## src/rtl/fpa_pkg.sv

```systemverilog
package fpa_pkg;

   // Status bits returned alongside each result
   typedef struct packed {
      logic nan;
      logic inf;
      logic ovf;
      logic unf;
   } fpa_flags_t;

   // Round-to-nearest, ties-to-even increment decision
   function automatic logic rne_up(input logic lsb, input logic guard, input logic tail);
      return guard & (tail | lsb);
   endfunction

endpackage

```

## src/rtl/fpa_front.sv

```systemverilog
// Stage 1: unpack, order by exponent, align with GRS, add or subtract significands.
module fpa_front #(
   parameter int EXP_W = 8,
   parameter int MAN_W = 23
) (
   input  logic                 op_sub,
   input  logic [EXP_W+MAN_W:0] a,
   input  logic [EXP_W+MAN_W:0] b,
   output logic                 sgn,
   output logic [EXP_W-1:0]     exp_big,
   output logic [MAN_W+4:0]     mag,
   output logic                 eff_sub,
   output logic                 spec,
   output logic [EXP_W+MAN_W:0] spec_val,
   output fpa_pkg::fpa_flags_t  spec_flg
);
   import fpa_pkg::*;

   localparam int W  = EXP_W + MAN_W + 1;
   localparam int X  = MAN_W + 4;          // hidden + fraction + guard/round/sticky
   localparam int S  = X + 1;              // one carry bit on top
   localparam int DW = $clog2(X + 1);
   localparam logic [EXP_W-1:0] EMAX = '1;

   logic             sa, sb;
   logic [EXP_W-1:0] ea, eb, e_diff;
   logic [MAN_W-1:0] ma, mb;
   logic             a_zero, b_zero, a_inf, b_inf, a_nan, b_nan, a_first;
   logic             s_big, s_sml;
   logic [X-1:0]     big_ext, sml_ext, aligned;
   logic [DW-1:0]    d_cap;
   logic [2*X-1:0]   wide;
   logic [S-1:0]     sum, dif_fw, dif_bw;

   assign {sa, ea, ma} = a;
   assign sb = b[W-1] ^ op_sub;
   assign eb = b[W-2:MAN_W];
   assign mb = b[MAN_W-1:0];

   assign a_zero = (ea == '0);
   assign b_zero = (eb == '0);
   assign a_inf  = (ea == EMAX) && (ma == '0);
   assign b_inf  = (eb == EMAX) && (mb == '0);
   assign a_nan  = (ea == EMAX) && (ma != '0);
   assign b_nan  = (eb == EMAX) && (mb != '0);

   // Swap so the larger exponent leads
   assign a_first = (ea >= eb);
   assign exp_big = a_first ? ea : eb;
   assign e_diff  = a_first ? (ea - eb) : (eb - ea);
   assign s_big   = a_first ? sa : sb;
   assign s_sml   = a_first ? sb : sa;
   assign big_ext = {1'b1, (a_first ? ma : mb), 3'b000};
   assign sml_ext = {1'b1, (a_first ? mb : ma), 3'b000};

   // Alignment: shift right, then fold every lost bit into the sticky position
   assign d_cap   = (32'(e_diff) >= X) ? DW'(X) : DW'(e_diff);
   assign wide    = {sml_ext, {X{1'b0}}} >> d_cap;
   assign aligned = wide[2*X-1:X] | {{(X-1){1'b0}}, |wide[X-1:0]};

   // Significand operation; both difference orders formed in parallel
   assign eff_sub = sa ^ sb;
   assign sum     = {1'b0, big_ext} + {1'b0, aligned};
   assign dif_fw  = {1'b0, big_ext} - {1'b0, aligned};
   assign dif_bw  = {1'b0, aligned} - {1'b0, big_ext};

   always_comb begin
      if (!eff_sub) begin
         mag = sum;
         sgn = s_big;
      end else if (dif_fw[S-1]) begin   // only reachable with equal exponents
         mag = dif_bw;
         sgn = s_sml;
      end else begin
         mag = dif_fw;
         sgn = s_big;
      end
   end

   // Special operands bypass the arithmetic
   always_comb begin
      spec     = 1'b1;
      spec_val = '0;
      spec_flg = '0;
      if (a_nan || b_nan || (a_inf && b_inf && eff_sub)) begin
         spec_val     = {1'b0, EMAX, 1'b1, {(MAN_W-1){1'b0}}};
         spec_flg.nan = 1'b1;
      end else if (a_inf) begin
         spec_val     = {sa, EMAX, {MAN_W{1'b0}}};
         spec_flg.inf = 1'b1;
      end else if (b_inf) begin
         spec_val     = {sb, EMAX, {MAN_W{1'b0}}};
         spec_flg.inf = 1'b1;
      end else if (a_zero && b_zero) begin
         spec_val     = {sa & sb, {(W-1){1'b0}}};
      end else if (a_zero) begin
         spec_val     = {sb, eb, mb};
      end else if (b_zero) begin
         spec_val     = a;
      end else begin
         spec         = 1'b0;
      end
   end
endmodule

```

## src/rtl/fpa_norm_add.sv

```systemverilog
// Stage 2, effective addition: one shared increment covers carry-out and round-to-2.0.
module fpa_norm_add #(
   parameter int EXP_W = 8,
   parameter int MAN_W = 23
) (
   input  logic                 clk,
   input  logic                 rst_n,
   input  logic                 live,
   input  logic                 sgn,
   input  logic [EXP_W-1:0]     exp_in,
   input  logic [MAN_W+4:0]     mag,
   output logic [EXP_W+MAN_W:0] res,
   output logic                 ovf
);
   import fpa_pkg::*;

   localparam int P = MAN_W + 1;
   localparam int X = MAN_W + 4;
   localparam int S = X + 1;
   localparam logic [EXP_W-1:0] EMAX = '1;

   logic [X-1:0]     m;
   logic [P-1:0]     keep;
   logic [P:0]       rounded;
   logic             up, carry, inc;
   logic [EXP_W+1:0] exp_n;
   logic [MAN_W-1:0] frac;

   assign m       = mag[S-1] ? {mag[S-1:2], mag[1] | mag[0]} : mag[X-1:0];
   assign keep    = m[X-1:3];
   assign up      = rne_up(keep[0], m[2], m[1] | m[0]);
   assign rounded = {1'b0, keep} + (P+1)'(up);
   assign carry   = rounded[P];
   assign inc     = mag[S-1] | carry;
   assign exp_n   = {2'b00, exp_in} + (EXP_W+2)'(inc);
   assign ovf     = (exp_n >= {2'b00, EMAX});
   assign frac    = carry ? '0 : rounded[MAN_W-1:0];
   assign res     = ovf ? {sgn, EMAX, {MAN_W{1'b0}}} : {sgn, exp_n[EXP_W-1:0], frac};

   AST_ADD_NORMALIZED: assert property (@(posedge clk) disable iff (!rst_n)
      live |-> (rounded[MAN_W] || carry));
endmodule

```

## src/rtl/fpa_norm_sub.sv

```systemverilog
// Stage 2, effective subtraction: leading-zero shift, underflow check, packed rounding.
module fpa_norm_sub #(
   parameter int EXP_W = 8,
   parameter int MAN_W = 23
) (
   input  logic                 clk,
   input  logic                 rst_n,
   input  logic                 live,
   input  logic                 sgn,
   input  logic [EXP_W-1:0]     exp_in,
   input  logic [MAN_W+3:0]     mag,
   output logic [EXP_W+MAN_W:0] res,
   output logic                 unf
);
   import fpa_pkg::*;

   localparam int X  = MAN_W + 4;
   localparam int W  = EXP_W + MAN_W + 1;
   localparam int DW = $clog2(X + 1);

   function automatic logic [DW-1:0] lead_zeros(input logic [X-1:0] v);
      logic [DW-1:0] n;
      logic          hit;
      n   = DW'(X);
      hit = 1'b0;
      for (int i = X - 1; i >= 0; i--) begin
         if (!hit && v[i]) begin
            n   = DW'(X - 1 - i);
            hit = 1'b1;
         end
      end
      return n;
   endfunction

   logic               is_zero, up;
   logic [DW-1:0]      k;
   logic [X-1:0]       shifted;
   logic [EXP_W-1:0]   exp_n;
   logic [MAN_W:0]     keep;
   logic [W-2:0]       packed_r;

   assign is_zero  = (mag == '0);
   assign k        = lead_zeros(mag);
   assign shifted  = mag << k;
   assign unf      = !is_zero && ({{DW{1'b0}}, exp_in} <= {{EXP_W{1'b0}}, k});
   assign exp_n    = exp_in - EXP_W'(k);
   assign keep     = shifted[X-1:3];
   assign up       = rne_up(keep[0], shifted[2], |shifted[1:0]);
   // A rounding carry out of the fraction walks into the exponent field
   assign packed_r = {exp_n, keep[MAN_W-1:0]} + (W-1)'(up);
   assign res      = is_zero ? '0 : (unf ? {sgn, {(W-1){1'b0}}} : {sgn, packed_r});

   AST_SUB_LEADING_ONE: assert property (@(posedge clk) disable iff (!rst_n)
      (live && !is_zero) |-> shifted[X-1]);
endmodule

```

## src/rtl/fpa_addsub.sv

```systemverilog
// Two-stage floating-point adder/subtracter; register right after the significand operation.
module fpa_addsub #(
   parameter int EXP_W = 8,
   parameter int MAN_W = 23
) (
   input  logic                 clk,
   input  logic                 rst_n,
   input  logic                 in_vld,
   input  logic [EXP_W+MAN_W:0] opnd_a,
   input  logic [EXP_W+MAN_W:0] opnd_b,
   input  logic                 do_sub,
   output logic                 out_vld,
   output logic [EXP_W+MAN_W:0] result,
   output logic                 flag_nan,
   output logic                 flag_inf,
   output logic                 flag_ovf,
   output logic                 flag_unf
);
   import fpa_pkg::*;

   localparam int W  = EXP_W + MAN_W + 1;
   localparam int X  = MAN_W + 4;
   localparam int S  = X + 1;
   localparam int DW = $clog2(X + 1);

   generate
      if (EXP_W < 3 || MAN_W < 2) begin : g_bad_fmt
         $error("fpa_addsub: format too narrow");
      end
      if (EXP_W < DW) begin : g_bad_shift
         $error("fpa_addsub: exponent cannot hold the normalization shift");
      end
   endgenerate

   // Stage 1 combinational outputs
   logic             f_sgn, f_sub, f_spec;
   logic [EXP_W-1:0] f_exp;
   logic [S-1:0]     f_mag;
   logic [W-1:0]     f_sval;
   fpa_flags_t       f_sflg;

   fpa_front #(.EXP_W(EXP_W), .MAN_W(MAN_W)) u_front (
      .op_sub(do_sub), .a(opnd_a), .b(opnd_b),
      .sgn(f_sgn), .exp_big(f_exp), .mag(f_mag), .eff_sub(f_sub),
      .spec(f_spec), .spec_val(f_sval), .spec_flg(f_sflg)
   );

   // Pipeline register after the significand operation
   logic             s1_vld, s1_sgn, s1_sub, s1_spec;
   logic [EXP_W-1:0] s1_exp;
   logic [S-1:0]     s1_mag;
   logic [W-1:0]     s1_sval;
   fpa_flags_t       s1_sflg;

   always_ff @(posedge clk or negedge rst_n) begin
      if (!rst_n) begin
         s1_vld  <= 1'b0;
         s1_sgn  <= 1'b0;
         s1_sub  <= 1'b0;
         s1_spec <= 1'b0;
         s1_exp  <= '0;
         s1_mag  <= '0;
         s1_sval <= '0;
         s1_sflg <= '0;
      end else begin
         s1_vld  <= in_vld;
         s1_sgn  <= f_sgn;
         s1_sub  <= f_sub;
         s1_spec <= f_spec;
         s1_exp  <= f_exp;
         s1_mag  <= f_mag;
         s1_sval <= f_sval;
         s1_sflg <= f_sflg;
      end
   end

   // Stage 2: two normalization paths
   logic [W-1:0] add_res, sub_res, nxt_res;
   logic         add_ovf, sub_unf;
   fpa_flags_t   nxt_flg;

   fpa_norm_add #(.EXP_W(EXP_W), .MAN_W(MAN_W)) u_nadd (
      .clk(clk), .rst_n(rst_n), .live(s1_vld && !s1_sub && !s1_spec),
      .sgn(s1_sgn), .exp_in(s1_exp), .mag(s1_mag), .res(add_res), .ovf(add_ovf)
   );

   fpa_norm_sub #(.EXP_W(EXP_W), .MAN_W(MAN_W)) u_nsub (
      .clk(clk), .rst_n(rst_n), .live(s1_vld && s1_sub && !s1_spec),
      .sgn(s1_sgn), .exp_in(s1_exp), .mag(s1_mag[X-1:0]), .res(sub_res), .unf(sub_unf)
   );

   always_comb begin
      nxt_flg = '0;
      if (s1_spec) begin
         nxt_res = s1_sval;
         nxt_flg = s1_sflg;
      end else if (!s1_sub) begin
         nxt_res     = add_res;
         nxt_flg.ovf = add_ovf;
         nxt_flg.inf = add_ovf;
      end else begin
         nxt_res     = sub_res;
         nxt_flg.unf = sub_unf;
      end
   end

   always_ff @(posedge clk or negedge rst_n) begin
      if (!rst_n) begin
         out_vld  <= 1'b0;
         result   <= '0;
         flag_nan <= 1'b0;
         flag_inf <= 1'b0;
         flag_ovf <= 1'b0;
         flag_unf <= 1'b0;
      end else begin
         out_vld  <= s1_vld;
         result   <= nxt_res;
         flag_nan <= nxt_flg.nan;
         flag_inf <= nxt_flg.inf;
         flag_ovf <= nxt_flg.ovf;
         flag_unf <= nxt_flg.unf;
      end
   end

   AST_LATENCY: assert property (@(posedge clk) disable iff (!rst_n)
      out_vld |-> $past(in_vld, 2));
   AST_NAN_CANON: assert property (@(posedge clk) disable iff (!rst_n)
      (out_vld && flag_nan) |-> (result == {1'b0, {EXP_W{1'b1}}, 1'b1, {(MAN_W-1){1'b0}}}));
   AST_FLAG_EXCL: assert property (@(posedge clk) disable iff (!rst_n)
      out_vld |-> $onehot0({flag_nan, flag_inf, flag_unf}));
   AST_OVF_TO_INF: assert property (@(posedge clk) disable iff (!rst_n)
      (out_vld && flag_ovf) |-> (flag_inf && result[W-2:0] == {{EXP_W{1'b1}}, {MAN_W{1'b0}}}));
   AST_UNF_TO_ZERO: assert property (@(posedge clk) disable iff (!rst_n)
      (out_vld && flag_unf) |-> (result[W-2:0] == '0));
   AST_NO_SUBNORMAL: assert property (@(posedge clk) disable iff (!rst_n)
      out_vld |-> ((result[W-2:MAN_W] != '0) || (result[MAN_W-1:0] == '0)));
endmodule

```

## config.mk

```make
export PLATFORM = sky130hd
export DESIGN_NAME = fpa_addsub
export DESIGN_NICKNAME = d
export VERILOG_FILES = /design/src/rtl/fpa_pkg.sv /design/src/rtl/fpa_front.sv /design/src/rtl/fpa_norm_add.sv /design/src/rtl/fpa_norm_sub.sv /design/src/rtl/fpa_addsub.sv
export SDC_FILE = /design/constraint.sdc
export NUM_CORES = 1
export LEC_CHECK = 0
export ABC_AREA = 1
export BUFFER_PORTS_ARGS = -buffer_cell sky130_fd_sc_hd__buf_2
export CORE_UTILIZATION = 58
export DETAILED_ROUTE_END_ITERATION = 16
export HOLD_SLACK_MARGIN = 0.12
export PLACE_DENSITY = 0.8
export SYNTH_ARGS = -nofsm -noshare
export SYNTH_HDL_FRONTEND = slang
export SYNTH_HIERARCHICAL = 1
export SYNTH_SLANG_ARGS = --single-unit
```

## constraint.sdc

```tcl
create_clock -name clk -period 4.3 [get_ports clk]
set_clock_uncertainty 0.2 [all_clocks]
set_input_delay 0.86 -clock clk [delete_from_list [all_inputs] [get_ports clk]]
set_output_delay 0.86 -clock clk [all_outputs]
set_load 0.05 [all_outputs]
```

==> qor.yml, run 1 <==
status: "did not finish"
stop_stage: "global routing"
stop_error: "[ERROR GRT-0232] Routing congestion too high. Check the congestion heatmap in the GUI."
grt_usage: 0.636
dp_hpwl_um: 58800
start_util: 0.590
clock_path_buffers: 2
port_buffers: 104
synth_cells: 3014
die_w_um: 176
worstEpCategory: "sequential cell input"
cts_root_buffer: "clkbuf_16"
finalWeightedCongestion: 1.11
place_inst: 3962
htree_levels: 4
overflow: 4
cts_buffers: 17
grt_max_degree: 69
hold_buffers: 0
clock-sinks: 113
die_h_um: 176
syn_avg_cell_area_um2: 5.82
synth_area_um2: 17500
rows: 63
yosysWarningCount: 6
io_pins: 105
worst_endpoint: "s1_mag[27]$_DFF_PN0_/D"
[repair_timing]
item | in CTS
pin swaps | 67
setup buffers | 56
setup endpoints to repair | 44
gates cloned | 1
endpoints found under the hold margin | 0
gates resized for setup | 176
[metrics by stage]
step	util	worst slack, ns	instance area [um^2]	setup TNS (ns)	hold WS, ns
floorplan	-	-1.56	17900	-28.47	0.131
global placement	0.757	-2.20	22500	-54.66	0.139
detailed placement	0.757	-2.36	22500	-58.23	0.144
CTS	0.814	-1.59	24200	-36.35	0.155
[per-layer routing]
| layer | overflow | global-route usage |
|---|---|---|
| met5 | 0 | 0.101 |
| met4 | 1 | 0.638 |
| met3 | 0 | 0.346 |
| met2 | 3 | 0.886 |
| met1 | 0 | 0.656 |
==> inputs of run 2 (changes only) <==
CORE_UTILIZATION = 40   (was 58)
HOLD_SLACK_MARGIN = not set   (was 0.12)
PLACE_DENSITY = not set   (was 0.8)
PLACE_DENSITY_LB_ADDON = 0.15   (was not set)
clock period = 5.6 ns   (was 4.3 ns; I/O delays follow)
==> qor.yml, run 2 <==
clock_path_buffers: 2  # unchanged
hold_violations: 0
rsz0062_at_grt: "yes"
finalWeightedCongestion: 1.05  # -5.7%
tritoncts: "yes"
register_area_um2: 2830
yosysWarningCount: 6  # unchanged
core_area_um2: 43200
hold_slack_ns: 0.176
start_util: 0.406  # -0.184
status: "complete, but fails checks"
swShare: 0.539
htree_levels: 4  # unchanged
via_count: 23300
slowest_stage: "fa_2"
cp_common_cell: "nand2_2"
startpoint_type: "input port"
cts_root_buffer: "clkbuf_16"
clock-sinks: 113  # unchanged
synth_cells: 3014  # unchanged
p_leak_nw: 13.6
firstDrtPassIters: 6
area_delta_synth_final_pct: 49.8
power.density_nw_per_um2: 312
slew_headroom: 0.405
grt_usage: 0.361
overflow: 0
setup_ws_ns: -0.781
hold_path_class: "reg -> reg"
internal-power_mw: 3.77
fillers: 4154
critPathMaxStageDelay_ns: 0.42
antenna_left: 0
cts_buffers: 17  # unchanged
route.detailed.drc: 0
syn_avg_cell_area_um2: 5.82  # unchanged
crit_type: "in -> reg"
grt_max_degree: 67
p_sw_mw: 4.42
instances_no_fill: 4287
final_nets: 3853
report.final.setup_viol: 28
layout_commonest_cell: "nand2_1"
top_regs: "result: 32 flops, s1_sval: 32 flops, s1_mag: 28 flops"
place_inst: 4090  # +3.2%
cap_violations: 0
final_cell_mix: "nand2_1 (808), buf_4 (606), nand3_1 (342)"
ir_drop_v: 0.000236
clock.fmax_mhz: 157
die_w_um: 211  # +20%
die_h_um: 211  # +20%
wl_per_cell_um: 19.4
grt_first_pass_wirelength_um: 124000
maxSlewViolCount: 0
fin_util: 0.608
critPathBufInv: 7
multi_input_area_um2: 14500
synth_area_um2: 17500  # unchanged
dieArea_um2: 44700
p_seq_frac: 0.152
drt_wl_total_um: 83400
cpLargestDelayFamily: "simple AND/OR/NAND/NOR gates"
period_needed_ns: 6.38
io_pins: 105  # unchanged
antenna_found_initial: 4
worstMarginPinSlew_ns: 0.891
power.share.clock: 0.131
rows: 76  # +21%
dp_hpwl_um: 65700  # +12%
drt-initial-drc-count: 2383
drive_gt1_frac: 0.372
worstSetupEndpointType: "flop"
cts.clk_slew.worst_paths_ns: 0.06
grt_pass1_vias: 21800
violations: "setup timing"
port_buffers: 104  # unchanged
cp_data_required_time_ns: 5.75
cp.arrival_ns: 6.53
p_comb_frac: 0.717
cp_max_fo: 8
clkLatencyLatePin_ns: 0.42
detail_route.vias_per_cell: 5.44
fin_crit_sh: 1.14
run 2: power groups by stage:
stage | combinational (mW) | clock (mW) | sequential, mW
6_report | 5.88 | 1.07 | 1.25
5_1_grt | 6.28 | 1.12 | 1.27
4_1_cts | 5.47 | 1.08 | 1.24
3_5_place_dp | 5.00 | 0 | 1.25
3_3_place_gp | 4.99 | 0 | 1.25
2_1_floorplan | 2.78 | 0 | 1.52
run 2: cell type report:
type	instances	area share
antenna	4	0.000381
tap	585	0.0279
sequential	113	0.108
timing repair buffer	779	0.232
clock inverter	14	0.00548
inverter	375	0.0560
clock buffer	18	0.0167
timing repair inverter	1	0.000334
multi-input combinational	2398	0.553
run 2: stage by stage:
step	instance area [um^2]	setup slack, ns	power [mW]	TNS (ns)
finish	26300	-0.781	8.19	-10.79
global route	26300	-1.04	8.67	-17.75
CTS	25000	-0.411	7.79	-5.55
detailed placement	22200	-1.51	6.25	-35.90
global placement	22200	-1.58	6.24	-35.66
floorplan	17800	-0.518	4.30	-2.30
run 2: worst paths after layout:
kind | start | to | slack [ns] | depth (start not counted)
max in group asynchronous | rst_n | s1_mag[20] | 3.44 | 2
setup / recovery | opnd_a[23] | s1_mag[25] | -0.78 | 45
setup reg to reg | s1_mag[19] | result[11] | 0.46 | 25
hold / removal | s1_vld | out_vld | 0.18 | 0
hold reg to reg | s1_vld | out_vld | 0.18 | 0
min in group asynchronous | rst_n | flag_unf | 0.57 | 1
run 2: routing by layer:
metal	part of all wire	track usage	wire, um
met1	0.42	0.474	35100
met2	0.46	0.591	38200
met3	0.077	0.0530	6410
met4	0.044	0.146	3660
met5	0	0	0
run 2: what timing repair did:
item	CTS	global route
hold buffers	0	0
setup buffers	119	62
endpoints found under the setup margin	28	28
gates cloned	7	2
pin swaps	108	134
gates resized for setup	298	237
Power figures use the tool's default switching activity.
==> inputs of run 3 (changes only) <==
SYNTH_HIERARCHICAL = not set   (was 1)
clock period = 6 ns   (was 5.6 ns; I/O delays follow)
==> qor.yml, run 3 <==
postLayoutCellArea_um2: 22400  # -15%
hold_violations: 0  # unchanged
async_flop_share: 1.00
synth_area_leaders: "dfrtp_1 (18%), nand2_1 (16%), nand3_1 (13%)"
fin_crit_sh: 1.08
detail_route.vias_per_cell: 5.40  # -0.69%
slew_headroom: 0.286  # -0.119
top_regs: "result: 32 flops, s1_sval: 32 flops, s1_mag: 28 flops"
port_buffers: 104  # unchanged
ys.flop_type: "dfrtp_1"
finalWeightedCongestion: 1.00  # -4.3%
grt_max_degree: 75  # +12%
yosysMostFrequentCell: "nand2_1"
firstDrtPassIters: 9  # +3
layout_commonest_cell: "nand2_1"
clock_path_buffers: 2  # unchanged
netlist_top_cells_count: "nand2_1 (688), nand3_1 (396), inv_1 (370)"
syn_avg_cell_area_um2: 5.82  # +0.14%
worstSetupEndpointType: "flop"
multi_input_area_um2: 12300  # -15%
maxSlewViolCount: 0  # unchanged
place_inst: 3668  # -10%
synth_cells: 2699  # -10%
status: "complete, but fails checks"
register_area_um2: 2780  # -1.8%
critPathBufInv: 11  # +4
worstMarginPinSlew_ns: 1.06  # +0.168 ns
grt_usage: 0.345  # -0.0155
synth-seq-area-share: 0.177
synth_area_um2: 15700  # -10%
place_ws_ns: -1.07  # +0.441 ns
clock-sinks: 111  # -1.8%
yosysTopAreaCellShare: 0.177
ys_seq_elements: 111
tritoncts: "yes"
synthesis.nets: 2867
cpLargestDelayFamily: "simple AND/OR/NAND/NOR gates"
grt_first_pass_wirelength_um: 108000  # -12%
antenna_left: 0  # unchanged
hold_path_class: "reg -> reg"
critPathMaxStageDelay_ns: 0.39  # -0.03 ns
cts.clk_slew.worst_paths_ns: 0.08  # +0.02 ns
setup_ws_ns: -0.467  # +0.315 ns
yosys.area_share.simple: 0.425
tns_ns: -6.26  # +4.53 ns
clkLatencyLatePin_ns: 0.38  # -0.04 ns
yosysWarningCount: 0  # -6
report.final.setup_viol: 26  # -7.1%
antenna_found_initial: 3  # -1
muxShareOfSynthArea: 0
via_count: 20300  # -13%
yosys.area_share.xor_xnor: 0.0485
dpl_cell_area_um2: 20200  # -9.2%
clock.fmax_mhz: 155
cp_max_fo: 7  # -1
drive_gt1_frac: 0.295  # -0.0772
drt-initial-drc-count: 1951  # -18%
slowest_stage: "fa_2"
route.detailed.drc: 0  # unchanged
overflow: 0  # unchanged
ir_drop_v: 0.000155  # -34%
instances_no_fill: 3762  # -12%
cap_violations: 0  # unchanged
final_nets: 3404  # -12%
synth_cell_type_count: 55
synth_top_area_cell: "dfrtp_1"
rsz0062_at_grt: "yes"
final_cell_mix: "nand2_1 (628), buf_4 (491), inv_1 (348)"
period_needed_ns: 6.47
cts_root_buffer: "clkbuf_16"
r2r_slack_ns: 0.52  # +0.06 ns
synthAdderAreaFrac: 0.0820
crit_type: "in -> reg"
die_h_um: 200  # -5.3%
violations: "setup timing"
wl_per_cell_um: 18.8  # -3.2%
synth_compound_area_frac: 0.144
dieArea_um2: 40100  # -10%
core_area_um2: 38700  # -10%
io_pins: 105  # unchanged
die_w_um: 200  # -5.3%
area_delta_synth_final_pct: 42.5
fillers: 3873  # -6.8%
cts_buffers: 9  # -8
htree_levels: 3  # -1
p_leak_nw: 11.8  # -13%
hold_buffers: 0  # unchanged
start_util: 0.406  # about the same
synth_top_family_by_area: "simple AND/OR/NAND/NOR gates"
grt_pass1_vias: 19500  # -11%
synth_edf_count: 0
rows: 72  # -5.3%
power.density_nw_per_um2: 278  # -11%
cp_data_required_time_ns: 6.10  # +0.35 ns
dp_hpwl_um: 58200  # -11%
cp_common_cell: "nand2_2"
cp.arrival_ns: 6.57  # +0.04 ns
power.total_mw: 6.22  # -24%
startpoint_type: "input port"
drt_wl_total_um: 70800  # -15%
-- run 3: final timing paths --
path,startpoint,endpoint,depth (start not counted)
min in group asynchronous,rst_n,s1_mag[22],1
max,opnd_a[23],s1_mag[21],48
min reg2reg,s1_vld,out_vld,0
max reg2reg,s1_mag[25],result[16],28
min,s1_vld,out_vld,0
max in group asynchronous,rst_n,result[26],2
-- run 3: repair_timing --
action / 4_1_cts / 5_1_grt
pin swaps: 87 / 47
cloned: 0 / 4
resized for setup: 160 / 138
buffers inserted: 54 / 22
setup endpoints to repair: 27 / 27
-- run 3: cell families after synthesis --
family,after synthesis
simple gates,1514
flops,111
buf+inv,493
compound gates,394
fa+ha+maj,100
xor+xnor,87
-- run 3: area by class of cell --
| type | instances | area share |
|---|---|---|
| multi-input combinational | 2095 | 0.551 |
| timing repair buffer | 636 | 0.216 |
| sequential | 111 | 0.124 |
| inverter | 383 | 0.0655 |
| tap | 518 | 0.0289 |
| clock buffer | 9 | 0.0101 |
| clock inverter | 7 | 0.00503 |
| antenna | 3 | 0.000335 |
-- run 3: worst register-to-register path, delay by kind of cell (launching register included) --
family                 cells  cell delay (ns)
buffers and inverters      6             1.39
AND/OR/NAND/NOR           19             2.76
AO/OA/AOI/OAI              3             0.59
flip-flops                 1             0.46
-- run 3: metrics by stage --
step	utilization	hold slack [ns]
after floorplan	-	0.131
after global placement	0.521	0.142
after detailed placement	0.521	0.150
after CTS	0.557	0.164
after global routing	0.578	0.180
final	0.578	0.162
-- run 3: per-layer routing --
layer	share of wire	vias up	global-route usage
met5	0	-	0
met4	0.041	0	0.141
met3	0.063	125	0.0332
met2	0.46	731	0.565
met1	0.44	9556	0.464
li1	-	9901	-
-- run 3: where the power goes --
part	total [mW]	internal, mW	switching (mW)
Sequential	1.08	0.916	0.164
Clock	0.651	0.312	0.338
Combinational	4.49	1.58	2.92
Total	6.22	2.80	3.42
